$ cat src/rtl/manch_rx_pkg.sv
package manch_rx_pkg;

  typedef enum logic {SD_HUNT, SD_TAIL} sd_state_t;

  typedef enum logic [1:0] {BE_IDLE, BE_BITS, BE_GOOD} be_state_t;

  // Clamp the programmed length code into the supported word range.
  function automatic logic [4:0] word_len(input logic [4:0] code);
    if (code < 5'd2)       return 5'd2;
    else if (code > 5'd28) return 5'd28;
    else                   return code;
  endfunction

  // acc is the XOR of all data bits and the parity bit.
  function automatic logic parity_good(input logic acc, input logic odd_sense);
    return acc == odd_sense;
  endfunction

endpackage

$ cat src/rtl/manch_rx_line.sv
module manch_rx_line (
  input  logic clk,
  input  logic rst_n,
  input  logic sel_unipolar,
  input  logic uni_in,
  input  logic bip_one_in,
  input  logic bip_zero_in,
  output logic line
);

  logic line_next;

  always_comb begin
    if (sel_unipolar) line_next = uni_in;
    else              line_next = bip_one_in & ~bip_zero_in;
  end

  always_ff @(posedge clk or negedge rst_n) begin
    if (!rst_n) line <= 1'b0;
    else        line <= line_next;
  end

endmodule

$ cat src/rtl/manch_rx_sync.sv
module manch_rx_sync
  import manch_rx_pkg::*;
#(
  parameter int SYNC_LEN = 18,
  parameter int SYNC_TOL = 3,
  parameter int CW       = 5
) (
  input  logic clk,
  input  logic rst_n,
  input  logic srst,
  input  logic en,
  input  logic line,
  output logic sync_hit,
  output logic sync_cmd
);

  localparam int SYNC_MIN = SYNC_LEN - SYNC_TOL;
  localparam int SYNC_MAX = SYNC_LEN + SYNC_TOL;

  sd_state_t     st;
  logic          prev;
  logic          first_lvl;
  logic [CW-1:0] run;
  logic          run_in_win;

  assign run_in_win = (run >= CW'(SYNC_MIN)) && (run <= CW'(SYNC_MAX));

  always_ff @(posedge clk or negedge rst_n) begin
    if (!rst_n) begin
      st        <= SD_HUNT;
      prev      <= 1'b0;
      first_lvl <= 1'b0;
      run       <= '0;
      sync_hit  <= 1'b0;
      sync_cmd  <= 1'b0;
    end else if (srst || !en) begin
      st       <= SD_HUNT;
      prev     <= line;
      run      <= '0;
      sync_hit <= 1'b0;
      if (srst) sync_cmd <= 1'b0;
    end else begin
      sync_hit <= 1'b0;
      prev     <= line;
      case (st)
        SD_HUNT: begin
          if (line == prev) begin
            if (run != '1) run <= run + 1'b1;
          end else begin
            if (run_in_win) begin
              st        <= SD_TAIL;
              first_lvl <= prev;
            end
            run <= CW'(1);
          end
        end
        SD_TAIL: begin
          // run = index of the last second-half sample already seen
          if (line == first_lvl && run < CW'(SYNC_MIN)) begin
            st  <= SD_HUNT;
            run <= CW'(1);
          end else if (run == CW'(SYNC_LEN - 1)) begin
            sync_hit <= 1'b1;
            sync_cmd <= first_lvl;
            st       <= SD_HUNT;
            run      <= '0;
          end else begin
            run <= run + 1'b1;
          end
        end
        default: st <= SD_HUNT;
      endcase
    end
  end

endmodule

$ cat src/rtl/manch_rx_bits.sv
module manch_rx_bits
  import manch_rx_pkg::*;
#(
  parameter int SPB = 12
) (
  input  logic       clk,
  input  logic       rst_n,
  input  logic       srst,
  input  logic       sync_hit,
  input  logic       line,
  input  logic [4:0] len_code,
  input  logic       odd_parity,
  output logic       busy,
  output logic       take_data,
  output logic       shift_clk,
  output logic       data_out,
  output logic       valid_word,
  output logic       frame_done,
  output logic       frame_ok
);

  localparam int HALF = SPB / 2;
  localparam int Q1   = HALF / 2;
  localparam int Q3   = HALF + Q1;
  localparam int PW   = $clog2(SPB);

  be_state_t     st;
  logic [PW-1:0] pos;
  logic [4:0]    bit_idx;
  logic [4:0]    nb;
  logic          odd_q;
  logic          h1;
  logic          acc;
  logic          err;
  logic          last_pos;

  assign last_pos   = (pos == PW'(SPB - 1));
  assign busy       = (st != BE_IDLE);
  assign take_data  = (st == BE_BITS) && (bit_idx < nb);
  assign valid_word = (st == BE_GOOD);
  assign frame_done = (st == BE_BITS) && last_pos && (bit_idx == nb);
  assign frame_ok   = !err && parity_good(acc, odd_q);

  always_ff @(posedge clk or negedge rst_n) begin
    if (!rst_n) begin
      st        <= BE_IDLE;
      pos       <= '0;
      bit_idx   <= '0;
      nb        <= 5'd2;
      odd_q     <= 1'b0;
      h1        <= 1'b0;
      acc       <= 1'b0;
      err       <= 1'b0;
      shift_clk <= 1'b0;
      data_out  <= 1'b0;
    end else if (srst) begin
      st        <= BE_IDLE;
      pos       <= '0;
      bit_idx   <= '0;
      shift_clk <= 1'b0;
      data_out  <= 1'b0;
    end else begin
      shift_clk <= 1'b0;
      case (st)
        BE_IDLE: begin
          if (sync_hit) begin
            st      <= BE_BITS;
            pos     <= PW'(1);
            bit_idx <= '0;
            err     <= 1'b0;
            acc     <= 1'b0;
            nb      <= word_len(len_code);
            odd_q   <= odd_parity;
          end
        end
        BE_BITS: begin
          if (pos == PW'(Q1)) h1 <= line;
          if (pos == PW'(Q3)) begin
            acc <= acc ^ h1;
            if (h1 == line) err <= 1'b1;
            if (bit_idx < nb) begin
              data_out  <= h1;
              shift_clk <= 1'b1;
            end
          end
          if (last_pos) begin
            pos <= '0;
            if (bit_idx == nb) st <= frame_ok ? BE_GOOD : BE_IDLE;
            else               bit_idx <= bit_idx + 1'b1;
          end else begin
            pos <= pos + 1'b1;
          end
        end
        BE_GOOD: begin
          if (last_pos) begin
            st  <= BE_IDLE;
            pos <= '0;
          end else begin
            pos <= pos + 1'b1;
          end
        end
        default: st <= BE_IDLE;
      endcase
    end
  end

endmodule

$ cat src/rtl/manch_rx.sv
module manch_rx
  import manch_rx_pkg::*;
#(
  parameter int SPB      = 12,
  parameter int SYNC_TOL = 3
) (
  input  logic       clk,
  input  logic       rst_n,
  input  logic       dec_rst,
  input  logic       sel_unipolar,
  input  logic       bip_one_in,
  input  logic       bip_zero_in,
  input  logic       uni_in,
  input  logic [4:0] len_code,
  input  logic       odd_parity,
  output logic       cmd_sync,
  output logic       data_out,
  output logic       shift_clk,
  output logic       take_data,
  output logic       valid_word
);

  localparam int SYNC_LEN = 3 * (SPB / 2);
  localparam int CW       = $clog2(SYNC_LEN + SYNC_TOL + 2);

  logic line;
  logic sync_hit;
  logic busy;
  logic frame_done;
  logic frame_ok;

  manch_rx_line u_line (
    .clk          (clk),
    .rst_n        (rst_n),
    .sel_unipolar (sel_unipolar),
    .uni_in       (uni_in),
    .bip_one_in   (bip_one_in),
    .bip_zero_in  (bip_zero_in),
    .line         (line)
  );

  manch_rx_sync #(
    .SYNC_LEN (SYNC_LEN),
    .SYNC_TOL (SYNC_TOL),
    .CW       (CW)
  ) u_sync (
    .clk      (clk),
    .rst_n    (rst_n),
    .srst     (dec_rst),
    .en       (!busy),
    .line     (line),
    .sync_hit (sync_hit),
    .sync_cmd (cmd_sync)
  );

  manch_rx_bits #(
    .SPB (SPB)
  ) u_bits (
    .clk        (clk),
    .rst_n      (rst_n),
    .srst       (dec_rst),
    .sync_hit   (sync_hit),
    .line       (line),
    .len_code   (len_code),
    .odd_parity (odd_parity),
    .busy       (busy),
    .take_data  (take_data),
    .shift_clk  (shift_clk),
    .data_out   (data_out),
    .valid_word (valid_word),
    .frame_done (frame_done),
    .frame_ok   (frame_ok)
  );

endmodule

$ cat config.mk
export PLATFORM = sky130hd
export DESIGN_NAME = manch_rx
export DESIGN_NICKNAME = d
export VERILOG_FILES = /design/src/rtl/manch_rx_pkg.sv /design/src/rtl/manch_rx_line.sv /design/src/rtl/manch_rx_sync.sv /design/src/rtl/manch_rx_bits.sv /design/src/rtl/manch_rx.sv
export SDC_FILE = /design/constraint.sdc
export NUM_CORES = 1
export LEC_CHECK = 0
export ABC_AREA = 1
export BUFFER_PORTS_ARGS = -buffer_cell sky130_fd_sc_hd__buf_2
export CAP_MARGIN = 20
export CELL_PAD_IN_SITES_DETAIL_PLACEMENT = 1
export CELL_PAD_IN_SITES_GLOBAL_PLACEMENT = 2
export CORE_MARGIN = 4
export CORE_UTILIZATION = 35
export DETAILED_ROUTE_END_ITERATION = 10
export PLACE_DENSITY = 0.89
export SETUP_SLACK_MARGIN = 0.05
export SYNTH_ARGS = -nofsm -noshare
export SYNTH_HDL_FRONTEND = slang
export SYNTH_SLANG_ARGS = --single-unit
$ cat constraint.sdc
create_clock -name clk -period 2 [get_ports clk]
set_input_delay 0.2 -clock clk [delete_from_list [all_inputs] [get_ports clk]]
set_output_delay 0.2 -clock clk [all_outputs]
set_load 0.005 [all_outputs]
# Yosys cells after proc, flatten, opt, wreduce, memory -nomap -nowiden

Cells that the tools add are included.

$add $sub $neg: 3
Reductions and logical operators: 27
Order comparisons: 6
Mux-type cells: 54
Bitwise logic cells: 7
Equality and inequality tests: 23

Operators by type and width:

| kind                                                                    | count |
|---|---|
| 5-bit two-way mux                                                       | 11 |
| 1-bit two-way mux                                                       | 27 |
| 5-bit one-hot mux with 2 select lines                                   | 2 |
| 4-bit AND reduction                                                     | 5 |
| 2-bit nonzero test                                                      | 7 |
| 2-bit two-way mux                                                       | 6 |
| 4-bit two-way mux                                                       | 3 |
| 5-bit by 1-bit adder with 5-bit output, second input constant           | 2 |
| 3-bit inequality test, second input constant                            | 3 |
| 3-bit AND reduction                                                     | 3 |
| 4-bit equality test, second input constant                              | 2 |
| 2-bit inequality test, second input constant                            | 4 |
| 4-bit one-hot mux with 2 select lines                                   | 1 |
| 3-bit by 2-bit inequality test with 1-bit output, second input constant | 2 |
| 1-bit one-hot mux with 2 select lines                                   | 3 |
| 2-bit one-hot mux with 3 select lines                                   | 1 |
| 3-bit nonzero test                                                      | 2 |
| 5-bit equality test                                                     | 1 |
| 5-bit equality test, second input constant                              | 1 |
| 5-bit by 4-bit >= comparator with 1-bit output, second input constant   | 1 |
| 5-bit greater-than comparator, second input constant                    | 1 |
| 5-bit <= comparator, second input constant                              | 1 |
| 5-bit by 2-bit < comparator with 1-bit output, second input constant    | 1 |
| 5-bit by 4-bit < comparator with 1-bit output, second input constant    | 1 |
| other kinds (19)                                                        | 29 |

Logic and storage cells: 137
Input port bits: 13
Output and inout port bits: 5
Flip-flop bits (word level): 33

# Longest topological paths before layout

Gate-level depths: netlist of the first run.

Depth after elaboration: 7
Mapped depth: 10
Gate-level depth less buffers: 10

# Hierarchy

A second synthesis of the first run with hierarchy kept.

Cells, all modules: 292
Area total of the unflattened synthesis: 2,212.1 um2

Modules (own cells, without submodules):

| module        | cells an instance | area an instance (um2) | seq. area each (um2) | instances |
|---|---|---|---|---|
| manch_rx_bits | 184               | 1,427.6                | 551.8                | 1 |
| manch_rx_sync | 101               | 735.7                  | 250.2                | 1 |
| manch_rx_line | 6                 | 45.0                   | 25.0                 | 1 |
| manch_rx      | 1                 | 3.8                    | 0.0                  | 1 |

# Worst setup path before layout of the first run

OpenSTA, ideal clock, no wires.

Path kind: register to register
From: register u_bits.nb[1]
To: register u_bits.st[0]
Clock period less this slack: 1.497 ns
Slack: 0.503 ns
Arrival time: 1.375 ns
Cell stages (with the launch flop): 10
Cell sequence: dfstp_2 > inv_1 > ha_1 > nand2_1 > nor2_1 > nand2_1 > nand2_1 > nand4_1 > nand2_1 > o21ai_1

Cells in the longest elaborated chain, start to end: 3

Ends and longest elaborated chain:

| item                                   | line                | text |
|---|---|---|
| start: declaration                     | manch_rx_bits.sv:30 | `logic [4:0] nb;` |
| start signal: assignment               | manch_rx_bits.sv:72 | `nb <= word_len(len_code);` |
| 5-bit equality test                    | n/a                 |  |
| 3-bit inequality test (no source line) | n/a                 |  |
| 4-bit AND reduction (no source line)   | n/a                 |  |
| end signal: assignment                 | manch_rx_bits.sv:88 | `if (bit_idx == nb) st <= frame_ok ? BE_GOOD : BE_IDLE;` |
| end: declaration                       | manch_rx_bits.sv:27 | `be_state_t st;` |

No other way between the ends.
A chain may end at the register's enable or synchronous reset.

# Worst setup path after layout of the first run

From: register u_bits.nb[1]
To: output take_data

Cells in the longest elaborated chain, start to end: 2

Ends and longest elaborated chain:

| item               | line                | text |
|---|---|---|
| 5-bit < comparator | manch_rx_bits.sv:39 | `assign take_data = (st == BE_BITS) && (bit_idx < nb);` |
| 1-bit logical AND  | manch_rx_bits.sv:39 |  |
| end: declaration   | manch_rx.sv:19      | `output logic take_data,` |

No other way between the ends.

==> impl_metrics.json, run 1 <==
{
  "antenna_found_initial": 0,
  "holdBufCountCts": 0,
  "status": "complete, but fails checks",
  "finalHoldViolations": 32,
  "crit_slowest_cell": "dfstp_2",
  "rr_endpoint": "u_bits.st[0]$_DFFE_PN0P_",
  "leakagePower_uw": 0.00120,
  "syn_inst": 264,
  "synth-main-ff-cell": "dfrtp_1",
  "drv_cap": 0,
  "syn-cell-area_um2": 2030,
  "fp.dieH_um": 84.2,
  "initial_utilization_pct": 36.5,
  "startpoint_type": "register",
  "final_cell_mix": "nand2_1, inv_1, dfrtp_1, nand3_1, buf_2",
  "arrival_ns": 1.63,
  "io_buffers": 17,
  "drive_gt1_share_pct": 18.2,
  "cp.required_ns": 1.80,
  "cts_buffer_depth": 2,
  "tightest_slew_ns": 0.778,
  "path_buf_inv": 2,
  "cts_sinks": 33,
  "cts-root-buf": "clkbuf_8",
  "crit_family": "flip-flops",
  "gp_congestion": 0.792,
  "max_freq_mhz": 546,
  "relSlewSlack_pct": 48.1,
  "finalWirelength_um": 4850,
  "clkLatencyLatePin_ns": 0.30,
  "min_period_over_period_pct": 91.6,
  "dr_wl_met2_um": 2260,
  "drc": 0,
  "fp.dieArea_um2": 7090,
  "r2r_start": "u_bits.nb[1]$_DFFE_PN1P_",
  "rows": 27,
  "r2r.worst_path.cells": 9,
  "cts_tree": "yes",
  "synth.avg_cell_area_um2": 7.70,
  "min_period_ns": 1.83,
  "stdcell_count": 363,
  "dr_total_vias": 1802,
  "violations": "negative hold slack",
  "whs_ns": -0.0216,
  "yosys.cell_types.count": 33,
  "clkSlewWorstSetupHoldPaths_ns": 0.07,
  "setup_violations": 0,
  "skew_ns": 0.00359,
  "endpoint_kind": "primary output",
  "p_per_area_nw_per_um2": 862,
  "peakVddDrop_uv": 439,
  "antennaDiodeCount": 0,
  "mostFrequentLayoutCell": "nand2_1",
  "critPathMaxStageDelay_ns": 0.53,
  "synth_edf_count": 0,
  "gr-total-overflow": 0,
  "drv_slew": 0,
  "drtIter0Drc": 42,
  "grtUsageTotal_pct": 15.4,
  "grt_pass1_vias": 1874,
  "wl_met1_um": 2310,
  "critPathKind": "register to primary output",
  "crit_fanout": 2,
  "yosysSeqAreaShare_pct": 40.7,
  "dieWidth_um": 84.2,
  "startpoint": "u_bits.nb[1]$_DFFE_PN1P_",
  "crit_chain": "inv_2 > ha_2 > nand2_2 > nor2_2 > nand2_1 > nand3_2 > nor2_1 > buf_2",
  "routed.top_layer": "met4",
  "ys_seq_elements": 33,
  "setup-tns-final_ns": 0,
  "syn_to_final_growth_pct": 15.1,
  "endpoint": "take_data",
  "synthArstFlopShare_pct": 100,
  "num_io_pins": 18,
  "grt_max_degree": 34,
  "antenna_left": 0,
  "grt_first_pass_wirelength_um": 8800,
  "htreeDepth": 2,
  "wl_met3_um": 175,
  "layout.nets": 318,
  "numCtsBuffers": 5,
  "core_region_area_um2": 5570,
  "dp.cells": 353,
  "r2r_slack_ns": 0.32,
  "viasPerCell": 4.96,
  "rsz0062_at_grt": "false",
  "synth_fp_nets": 292,
  "hold_class": "primary input to async pin",
  "firstDrtPassIters": 4,
  "yosys_warnings": 0,
  "path_depth": 8,
  "hpwlAfterDp_um": 3740,
  "wl_per_cell_um": 13.4
}
-- timing repair --
| action | in CTS | in global routing |
|---|---|---|
| setup buffers | 0 | 2 |
| endpoints found under the setup margin | 0 | 1 |
| gates resized for setup | 0 | 7 |
-- worst min path at each step --
stage | slack, ns | endpoint | depth (start not counted)
6_report | -0.02 | u_bits.nb[3]$_DFFE_PN0P_ | 1
5_1_grt | 0.05 | u_bits.nb[3]$_DFFE_PN0P_ | 1
4_1_cts | 0.02 | u_bits.data_out$_DFFE_PN0P_ | 1
3_5_place_dp | 0.34 | u_bits.nb[3]$_DFFE_PN0P_ | 1
3_3_place_gp | 0.32 | u_bits.nb[3]$_DFFE_PN0P_ | 1
2_1_floorplan | -0.1 | u_bits.acc$_DFFE_PN0P_ | 0
-- state kept, by name, indices dropped and copies added, names as in the netlist --
register          flops
u_bits.acc            1
u_bits.bit_idx        5
u_bits.data_out       1
u_bits.err            1
u_bits.h1             1
u_bits.nb             5
u_bits.odd_q          1
u_bits.pos            4
u_bits.shift_clk      1
u_bits.st             2
u_line.line           1
u_sync.first_lvl      1
u_sync.prev           1
u_sync.run            5
u_sync.st             1
u_sync.sync_cmd       1
u_sync.sync_hit       1
-- report_power, final --
part / internal [uW] / switching (uW)
Sequential: 750 / 74.5
Clock: 240 / 278
Combinational: 239 / 434
Total: 1230 / 787
-- layout make-up --
| cell class | count | area, um^2 |
|---|---|---|
| Inverter | 38 | 143 |
| Clock buffer | 5 | 68.8 |
| Sequential cell | 33 | 828 |
| Clock inverter | 3 | 17.5 |
| Timing Repair Buffer | 21 | 115 |
| Multi-Input combinational cell | 191 | 1080 |
| Fill cell | 719 | 3230 |
| Tap cell | 72 | 90.1 |
-- cell usage after synthesis (2+ instances only) --
master | n | area, um^2
a21oi_1 | 7 | 35.0
buf_2 | 2 | 10.0
dfrtp_1 | 32 | 801
ha_1 | 15 | 188
inv_1 | 33 | 124
inv_2 | 5 | 18.8
nand2_1 | 74 | 278
nand2_2 | 2 | 12.5
nand3_1 | 26 | 130
nand3b_1 | 3 | 22.5
nand4_1 | 6 | 37.5
nor2_1 | 15 | 56.3
nor2_2 | 3 | 18.8
nor3_1 | 3 | 15.0
o21ai_0 | 7 | 35.0
o21ai_1 | 10 | 50.1
o22ai_1 | 2 | 12.5
o31ai_1 | 2 | 15.0
xnor2_1 | 3 | 26.3
-- per-layer routing --
layer	up-vias	global-route usage, %
met1	855	19.8
met4	0	5.56
met5	-	0
met2	25	24.9
li1	913	-
met3	9	3.93
-- metrics by stage --
stage               worst slack [ns]  util [%]  cell area [um^2]  total power (uW)
floorplan                      0.503         -              2030              1310
detailed placement             0.329      39.7              2210              1520
global placement               0.326      39.7              2210              1500
CTS                           0.0561      41.3              2300              2050
finish                         0.168      42.0              2340              2020
global route                  0.0529      42.0              2340              2190
-- worst reg2reg max path, stage by stage (launching register included) --
cell and delay, ns:
dfstp_2 0.53, inv_2 0.03, ha_2 0.31, nand2_2 0.04
nor2_2 0.09, nand2_1 0.12, nand2_1 0.11, nand4_1 0.18
nand2_1 0.11, o21ai_1 0.06
-- kinds of logic after synthesis --
kind of cell / Yosys count / share of synthesized area [%]
simple gates: 136 / 29.7
buf+inv: 40 / 7.51
xor+xnor: 5 / 2.52
compound gates: 35 / 10.3
fa+ha+maj: 15 / 9.23
flops: 33 / 40.7
Note: power is estimated with default switching activity, not from simulation.
==> inputs of run 2 (changes only) <==
--- a/config.mk
+++ b/config.mk
@@ -7,7 +7,7 @@
 export LEC_CHECK = 0
 export ABC_AREA = 1
 export BUFFER_PORTS_ARGS = -buffer_cell sky130_fd_sc_hd__buf_2
-export CAP_MARGIN = 20
+export CAP_MARGIN = 30
 export CELL_PAD_IN_SITES_DETAIL_PLACEMENT = 1
 export CELL_PAD_IN_SITES_GLOBAL_PLACEMENT = 2
 export CORE_MARGIN = 4
==> constraint.sdc (replaced) <==
create_clock -name clk -period 2 [get_ports clk]
set_input_delay 0 -clock clk [delete_from_list [all_inputs] [get_ports clk]]
set_output_delay 0 -clock clk [all_outputs]
set_load 0.005 [all_outputs]
==> run 2 against run 1 <==
  * The run now ends clean
  * Die area unchanged
  * Final area up 1.2%
  * Non-clock buffer count is 5 higher
  * Hold slack improved by 0.036 ns
  * Largest power group unchanged
  * Largest cell class unchanged
  * Worst setup slack gained 0.12 ns
  * Clock power about the same
  * Highest routed layer unchanged
  * Critical endpoint unchanged
  * Critical path depth is the same
==> impl_metrics.json, run 2 (synthesized netlist as in run 1, its figures left out) <==
{
  "hold_end": "u_bits.nb[4]$_DFFE_PN0P_",
  "max_freq_mhz": 585,
  "numCtsBuffers": 5,
  "grt_pass1_vias": 1913,
  "fp.dieArea_um2": 7090,
  "viasPerCell": 4.96,
  "io_buffers": 17,
  "setup_violations": 0,
  "startpoint_type": "register",
  "fp.dieH_um": 84.2,
  "cp.required_ns": 2.00,
  "power_frac_seq_pct": 40.7,
  "r2r_start": "u_bits.nb[1]$_DFFE_PN1P_",
  "crit_fanout": 3,
  "mostFrequentLayoutCell": "nand2_1",
  "gr-total-overflow": 0,
  "clkSlewWorstSetupHoldPaths_ns": 0.07,
  "wl_per_cell_um": 13.2,
  "drv_slew": 0,
  "min_path_cells": 3,
  "hold_class": "primary input to register",
  "antennaDiodeCount": 0,
  "p_per_area_nw_per_um2": 855,
  "setup-tns-final_ns": 0,
  "rsz0062_at_grt": "false",
  "grtUsageTotal_pct": 15.5,
  "arrival_ns": 1.71,
  "drtIter0Drc": 42,
  "syn_to_final_growth_pct": 16.6,
  "pwr-share-comb_pct": 33.7,
  "min_period_ns": 1.71,
  "layout.nets": 323,
  "cts-root-buf": "clkbuf_8",
  "holdCritStartpoint": "len_code[4]",
  "drv_cap": 0,
  "antenna_left": 0,
  "relSlewSlack_pct": 48.1,
  "holdBufCountCts": 7,
  "cts_sinks": 33,
  "cts_resized": 0,
  "rr_endpoint": "u_bits.st[0]$_DFFE_PN0P_",
  "clkLatencyLatePin_ns": 0.29,
  "leakagePower_uw": 0.00123,
  "initial_utilization_pct": 36.5,
  "gp_congestion": 0.792,
  "dieWidth_um": 84.2,
  "p_int_uw": 1240,
  "grt_max_degree": 34,
  "switching_power_uw": 787,
  "critPathKind": "register to primary output",
  "endpoint_kind": "primary output",
  "drc": 0,
  "reg_top3": "u_bits.bit_idx x5, u_bits.nb x5, u_sync.run x5",
  "firstDrtPassIters": 4,
  "htreeDepth": 2,
  "final_cell_mix": "nand2_1, inv_1, dfrtp_1, nand3_1, buf_2",
  "clkPwrFrac_pct": 25.6,
  "core_region_area_um2": 5570,
  "cts_tree": "yes",
  "rows": 27,
  "grt_first_pass_wirelength_um": 8910,
  "switching_share_pct": 38.8,
  "stdcell_count": 368,
  "fillers": 710,
  "finalWirelength_um": 4850,
  "min_period_over_period_pct": 85.5,
  "status": "completed",
  "r2r.worst_path.cells": 9,
  "antenna_found_initial": 0,
  "dp.cells": 353,
  "finalHoldViolations": 0,
  "peakVddDrop_uv": 439,
  "skew_ns": 0.00353,
  "tightest_slew_ns": 0.779,
  "num_io_pins": 18,
  "dr_total_vias": 1825,
  "cts_buffer_depth": 2,
  "cts_setup_buffers": 0,
  "r2r_slack_ns": 0.31,
  "hpwlAfterDp_um": 3740,
  "drive_gt1_share_pct": 14.9
}
run 2: power groups by stage:
stage | combinational [uW] | clock, uW | sequential [uW]
6_report | 684 | 518 | 824
5_1_grt | 794 | 566 | 838
2_1_floorplan | 484 | 0 | 829
3_3_place_gp | 666 | 0 | 836
3_5_place_dp | 683 | 0 | 840
4_1_cts | 696 | 537 | 828
run 2: layer usage:
layer	vias up	track usage, %	part of all wire [%]
met5	-	0	0
met4	0	5.56	2.1
met3	9	3.53	3.4
met2	23	25.3	46
met1	869	20.1	48
li1	924	-	-
run 2: worst max path at each step:
| stage | start | endpoint | depth (start not counted) |
|---|---|---|---|
| final | u_bits.nb[1]$_DFFE_PN1P_ | take_data | 8 |
| after global routing | u_bits.nb[1]$_DFFE_PN1P_ | take_data | 8 |
| after CTS | u_bits.nb[1]$_DFFE_PN1P_ | take_data | 8 |
| after detailed placement | u_bits.nb[1]$_DFFE_PN1P_ | u_bits.st[0]$_DFFE_PN0P_ | 9 |
| after global placement | u_bits.nb[1]$_DFFE_PN1P_ | u_bits.st[1]$_DFFE_PN0P_ | 9 |
| after floorplan | u_bits.nb[1]$_DFFE_PN1P_ | u_bits.st[0]$_DFFE_PN0P_ | 9 |
run 2: final cells by class:
type / instances / area (um^2) / share of cell area (%)
multi-input cells: 191 / 1050 / 44.5
flip-flops and latches: 33 / 827 / 34.9
repair buffers: 26 / 170 / 7.18
inverters: 38 / 143 / 6.02
well taps: 72 / 90.1 / 3.80
clock buffers: 5 / 68.8 / 2.90
clock inverters: 3 / 17.5 / 0.739
run 2: worst max-delay path, cell delays in order (launching register included):
cell     delay, ns
dfstp_2       0.52
inv_1         0.04
ha_1          0.27
nand2_1       0.04
nor2_1        0.12
nand2_1       0.08
nand3_1       0.17
nor2_1        0.05
buf_2         0.12
run 2: metrics by stage:
stage          area (um^2)  power, uW  worst slack [ns]  hold slack, ns  util (%)
3_3_place_gp          2210       1500             0.326           0.124      39.7
6_report              2370       2030             0.290          0.0143      42.5
5_1_grt               2370       2200             0.105          0.0467      42.5
2_1_floorplan         2030       1310             0.503          -0.296         -
4_1_cts               2370       2060             0.256         0.00975      42.5
3_5_place_dp          2210       1520             0.329           0.139      39.7
==> inputs of run 3 (changes only) <==
--- a/config.mk
+++ b/config.mk
@@ -5,13 +5,12 @@
 export SDC_FILE = /design/constraint.sdc
 export NUM_CORES = 1
 export LEC_CHECK = 0
-export ABC_AREA = 1
 export BUFFER_PORTS_ARGS = -buffer_cell sky130_fd_sc_hd__buf_2
 export CAP_MARGIN = 30
 export CELL_PAD_IN_SITES_DETAIL_PLACEMENT = 1
 export CELL_PAD_IN_SITES_GLOBAL_PLACEMENT = 2
 export CORE_MARGIN = 4
-export CORE_UTILIZATION = 35
+export CORE_UTILIZATION = 38
 export DETAILED_ROUTE_END_ITERATION = 10
 export PLACE_DENSITY = 0.89
 export SETUP_SLACK_MARGIN = 0.05
==> run 3 against run 2 <==
  * Combinational power decreased by 82%
  * Hold slack lost 0.0053 ns
  * Largest power group unchanged
  * Cell count is 14% lower
  * Via count is 8.3% lower
  * Non-clock buffer count rose by 12
  * Synthesized cell count down 22%
  * Flip-flop and latch count unchanged
  * Area after synthesis down 0.55%
  * First-iteration DRC count grew 83%
  * Total power down 34%
  * Largest cell class unchanged
  * Maximum frequency is 11% lower
==> impl_metrics.json, run 3 <==
{
  "status": "completed",
  "viasPerCell": 5.29,
  "setup-tns-final_ns": 0,
  "leakagePower_uw": 0.00111,
  "reg_top3": "u_bits.bit_idx x5, u_bits.nb x5, u_sync.run x5",
  "pwr-share-comb_pct": 9.1,
  "p_per_area_nw_per_um2": 545,
  "synth_edf_count": 0,
  "layout.nets": 273,
  "relSlewSlack_pct": 48.6,
  "cts_tree": "yes",
  "htreeDepth": 2,
  "p_int_uw": 1020,
  "arrival_ns": 2.13,
  "synth_area_leaders": "dfrtp_1, ha_1, nand2b_1",
  "cts-root-buf": "clkbuf_8",
  "cts_buffer_depth": 2,
  "fp.dieArea_um2": 6550,
  "grt_max_degree": 34,
  "switching_power_uw": 320,
  "peakVddDrop_uv": 429,
  "initial_utilization_pct": 39.3,
  "drc": 0,
  "synth_fa_ha_area_share_pct": 9.28,
  "cts_sinks": 33,
  "critPathKind": "register to register",
  "drv_slew": 0,
  "fp.dieH_um": 80.9,
  "final_cell_mix": "dfrtp_1, buf_2, nor2_1, buf_4, nand2b_1",
  "whs_ns": 0.00896,
  "synthArstFlopShare_pct": 100,
  "num_io_pins": 18,
  "rsz0062_at_grt": "true",
  "postPlaceCellArea_um2": 2270,
  "synthMuxAreaShare_pct": 6.62,
  "crit_fanout": 3,
  "power_frac_seq_pct": 51.5,
  "critPathMaxStageDelay_ns": 0.49,
  "wl_met1_um": 2400,
  "hold_class": "primary input to register",
  "stdcell_count": 316,
  "antennaDiodeCount": 0,
  "r2r.worst_path.cells": 7,
  "dr_wl_met2_um": 2320,
  "endpoint_kind": "register",
  "setup_violations": 0,
  "drive_gt1_share_pct": 24.0,
  "dp.cells": 300,
  "io_buffers": 17,
  "r2r_start": "u_sync.run[1]$_DFFE_PN0P_",
  "gr-total-overflow": 0,
  "synth_most_common_cell": "dfrtp_1",
  "mostFrequentLayoutCell": "dfrtp_1",
  "routed.top_layer": "met4",
  "min_period_ns": 1.91,
  "synthSimpleGateAreaFrac_pct": 22.0,
  "antenna_left": 0,
  "min_path_cells": 3,
  "numCtsBuffers": 5,
  "yosysSeqAreaShare_pct": 40.9,
  "skew_ns": 0.00900,
  "syn-cell-area_um2": 2020,
  "synth.avg_cell_area_um2": 9.77,
  "synth_compound_area_share_pct": 14.5,
  "yosys_warnings": 0,
  "synth-main-ff-cell": "dfrtp_1",
  "synth_top_family_by_area": "simple AND/OR/NAND/NOR gates",
  "syn_to_final_growth_pct": 21.2,
  "clkSlewWorstSetupHoldPaths_ns": 0.06,
  "synth_fp_nets": 235,
  "rr_endpoint": "u_sync.run[3]$_DFFE_PN0P_",
  "min_period_over_period_pct": 95.6,
  "tightest_slew_ns": 0.771,
  "clkPwrFrac_pct": 39.4,
  "r2r_slack_ns": 0.09,
  "dr_total_vias": 1673,
  "finalHoldViolations": 0,
  "cp.required_ns": 2.21,
  "gp_congestion": 0.827,
  "drv_cap": 0,
  "holdCritStartpoint": "len_code[1]",
  "yosys.cell_types.count": 49,
  "antenna_found_initial": 0,
  "fin_util_pct": 47.7,
  "finalWirelength_um": 4970,
  "clkLatencyLatePin_ns": 0.29,
  "wl_met3_um": 170,
  "grt_first_pass_wirelength_um": 8460,
  "crit_chain": "ha_2 > and3_4 > ha_4 > inv_2 > or4_4 > mux2_4 > nor3_2",
  "hpwlAfterDp_um": 3580,
  "switching_share_pct": 24.0,
  "startpoint_type": "register",
  "syn_inst": 207,
  "rows": 26,
  "max_freq_mhz": 523,
  "synth_commonest_cells": "dfrtp_1, nor2_1, ha_1",
  "ys_seq_elements": 33,
  "grtUsageTotal_pct": 16.8,
  "grt_pass1_vias": 1713,
  "synth_top_area_share_pct": 39.6,
  "stdcell_area_um2": 2450,
  "firstDrtPassIters": 4,
  "crit_slowest_cell": "or4_4",
  "wl_per_cell_um": 15.7,
  "drtIter0Drc": 77,
  "hold_end": "u_bits.nb[1]$_DFFE_PN1P_",
  "synth_top_area_cell": "dfrtp_1",
  "dieWidth_um": 80.9,
  "core_region_area_um2": 5140,
  "synth-xor-area-share_pct": 2.17
}
## run 3: cell types whose count changed after synthesis, moves of 5 or more
cell | before | now
o21ai_1 | 10 | 0
nand3_1 | 26 | 9
inv_1 | 33 | 13
nand2_1 | 74 | 12
o21ai_0 | 7 | 13
mux2_2 | 0 | 7
inv_2 | 5 | 0
nand2b_1 | 0 | 13
nand4_1 | 6 | 0
## run 3: critical path: cells and delay by family, from the launching register on
| family | cells | cell delay, ns |
|---|---|---|
| buffers and inverters | 1 | 0.03 |
| AND/OR/NAND/NOR | 3 | 0.80 |
| adder cells (fa/ha/maj) | 2 | 0.32 |
| flip-flops | 1 | 0.37 |
| multiplexers | 1 | 0.32 |
## run 3: worst max path at each step
stage | startpoint | endpoint | slack [ns] | cells past startpoint
after CTS | u_sync.run[1]$_DFFE_PN0P_ | u_sync.run[4]$_DFFE_PN0P_ | 0.07 | 7
after global placement | u_sync.run[1]$_DFFE_PN0P_ | u_sync.run[1]$_DFFE_PN0P_ | 0.14 | 7
after global routing | u_sync.run[1]$_DFFE_PN0P_ | u_sync.run[3]$_DFFE_PN0P_ | 0.02 | 7
final | u_sync.run[1]$_DFFE_PN0P_ | u_sync.run[3]$_DFFE_PN0P_ | 0.09 | 7
after floorplan | u_sync.run[0]$_DFFE_PN0P_ | u_sync.run[3]$_DFFE_PN0P_ | -0.05 | 8
after detailed placement | u_sync.run[1]$_DFFE_PN0P_ | u_sync.run[3]$_DFFE_PN0P_ | 0.08 | 7
## run 3: metal layers
| metal | track usage [%] | vias to the layer above |
|---|---|---|
| met5 | 0 | - |
| met4 | 6.08 | 0 |
| met3 | 4.10 | 6 |
| met2 | 26.0 | 23 |
| met1 | 22.9 | 822 |
| li1 | - | 822 |
## run 3: cell families after synthesis
logic type      after synthesis
simple gates                 79
compound gates               43
flops                        33
buf+inv                      20
fa+ha+maj                    15
mux                          12
xor+xnor                      5
## run 3: cell type report
cell class | count | area [um^2]
clock buffers | 8 | 90.1
fillers | 631 | 2690
inverters | 13 | 48.8
multi-input cells | 154 | 1140
flip-flops and latches | 33 | 827
well taps | 70 | 87.6
repair buffers | 38 | 258
## run 3: repair_timing
action | 4_1_cts | 5_1_grt
endpoints found under the hold margin | 36 | 0
gates resized for setup | 0 | 5
buffers inserted | 0 | 2
endpoints found under the setup margin | 0 | 13
hold buffers | 6 | 0
## run 3: through the flow
stage | setup slack (ns) | total power, uW
3_3_place_gp | 0.145 | 803
2_1_floorplan | -0.0509 | 749
5_1_grt | 0.0170 | 1400
3_5_place_dp | 0.0766 | 806
4_1_cts | 0.0710 | 1350
6_report | 0.0881 | 1340
## run 3: power groups by stage
stage	Sequential [uW]	Combinational (uW)	Clock [uW]
3_5_place_dp	699	106	0
3_3_place_gp	699	104	0
4_1_cts	687	116	550
5_1_grt	688	138	576
6_report	688	122	526
2_1_floorplan	701	48.0	0
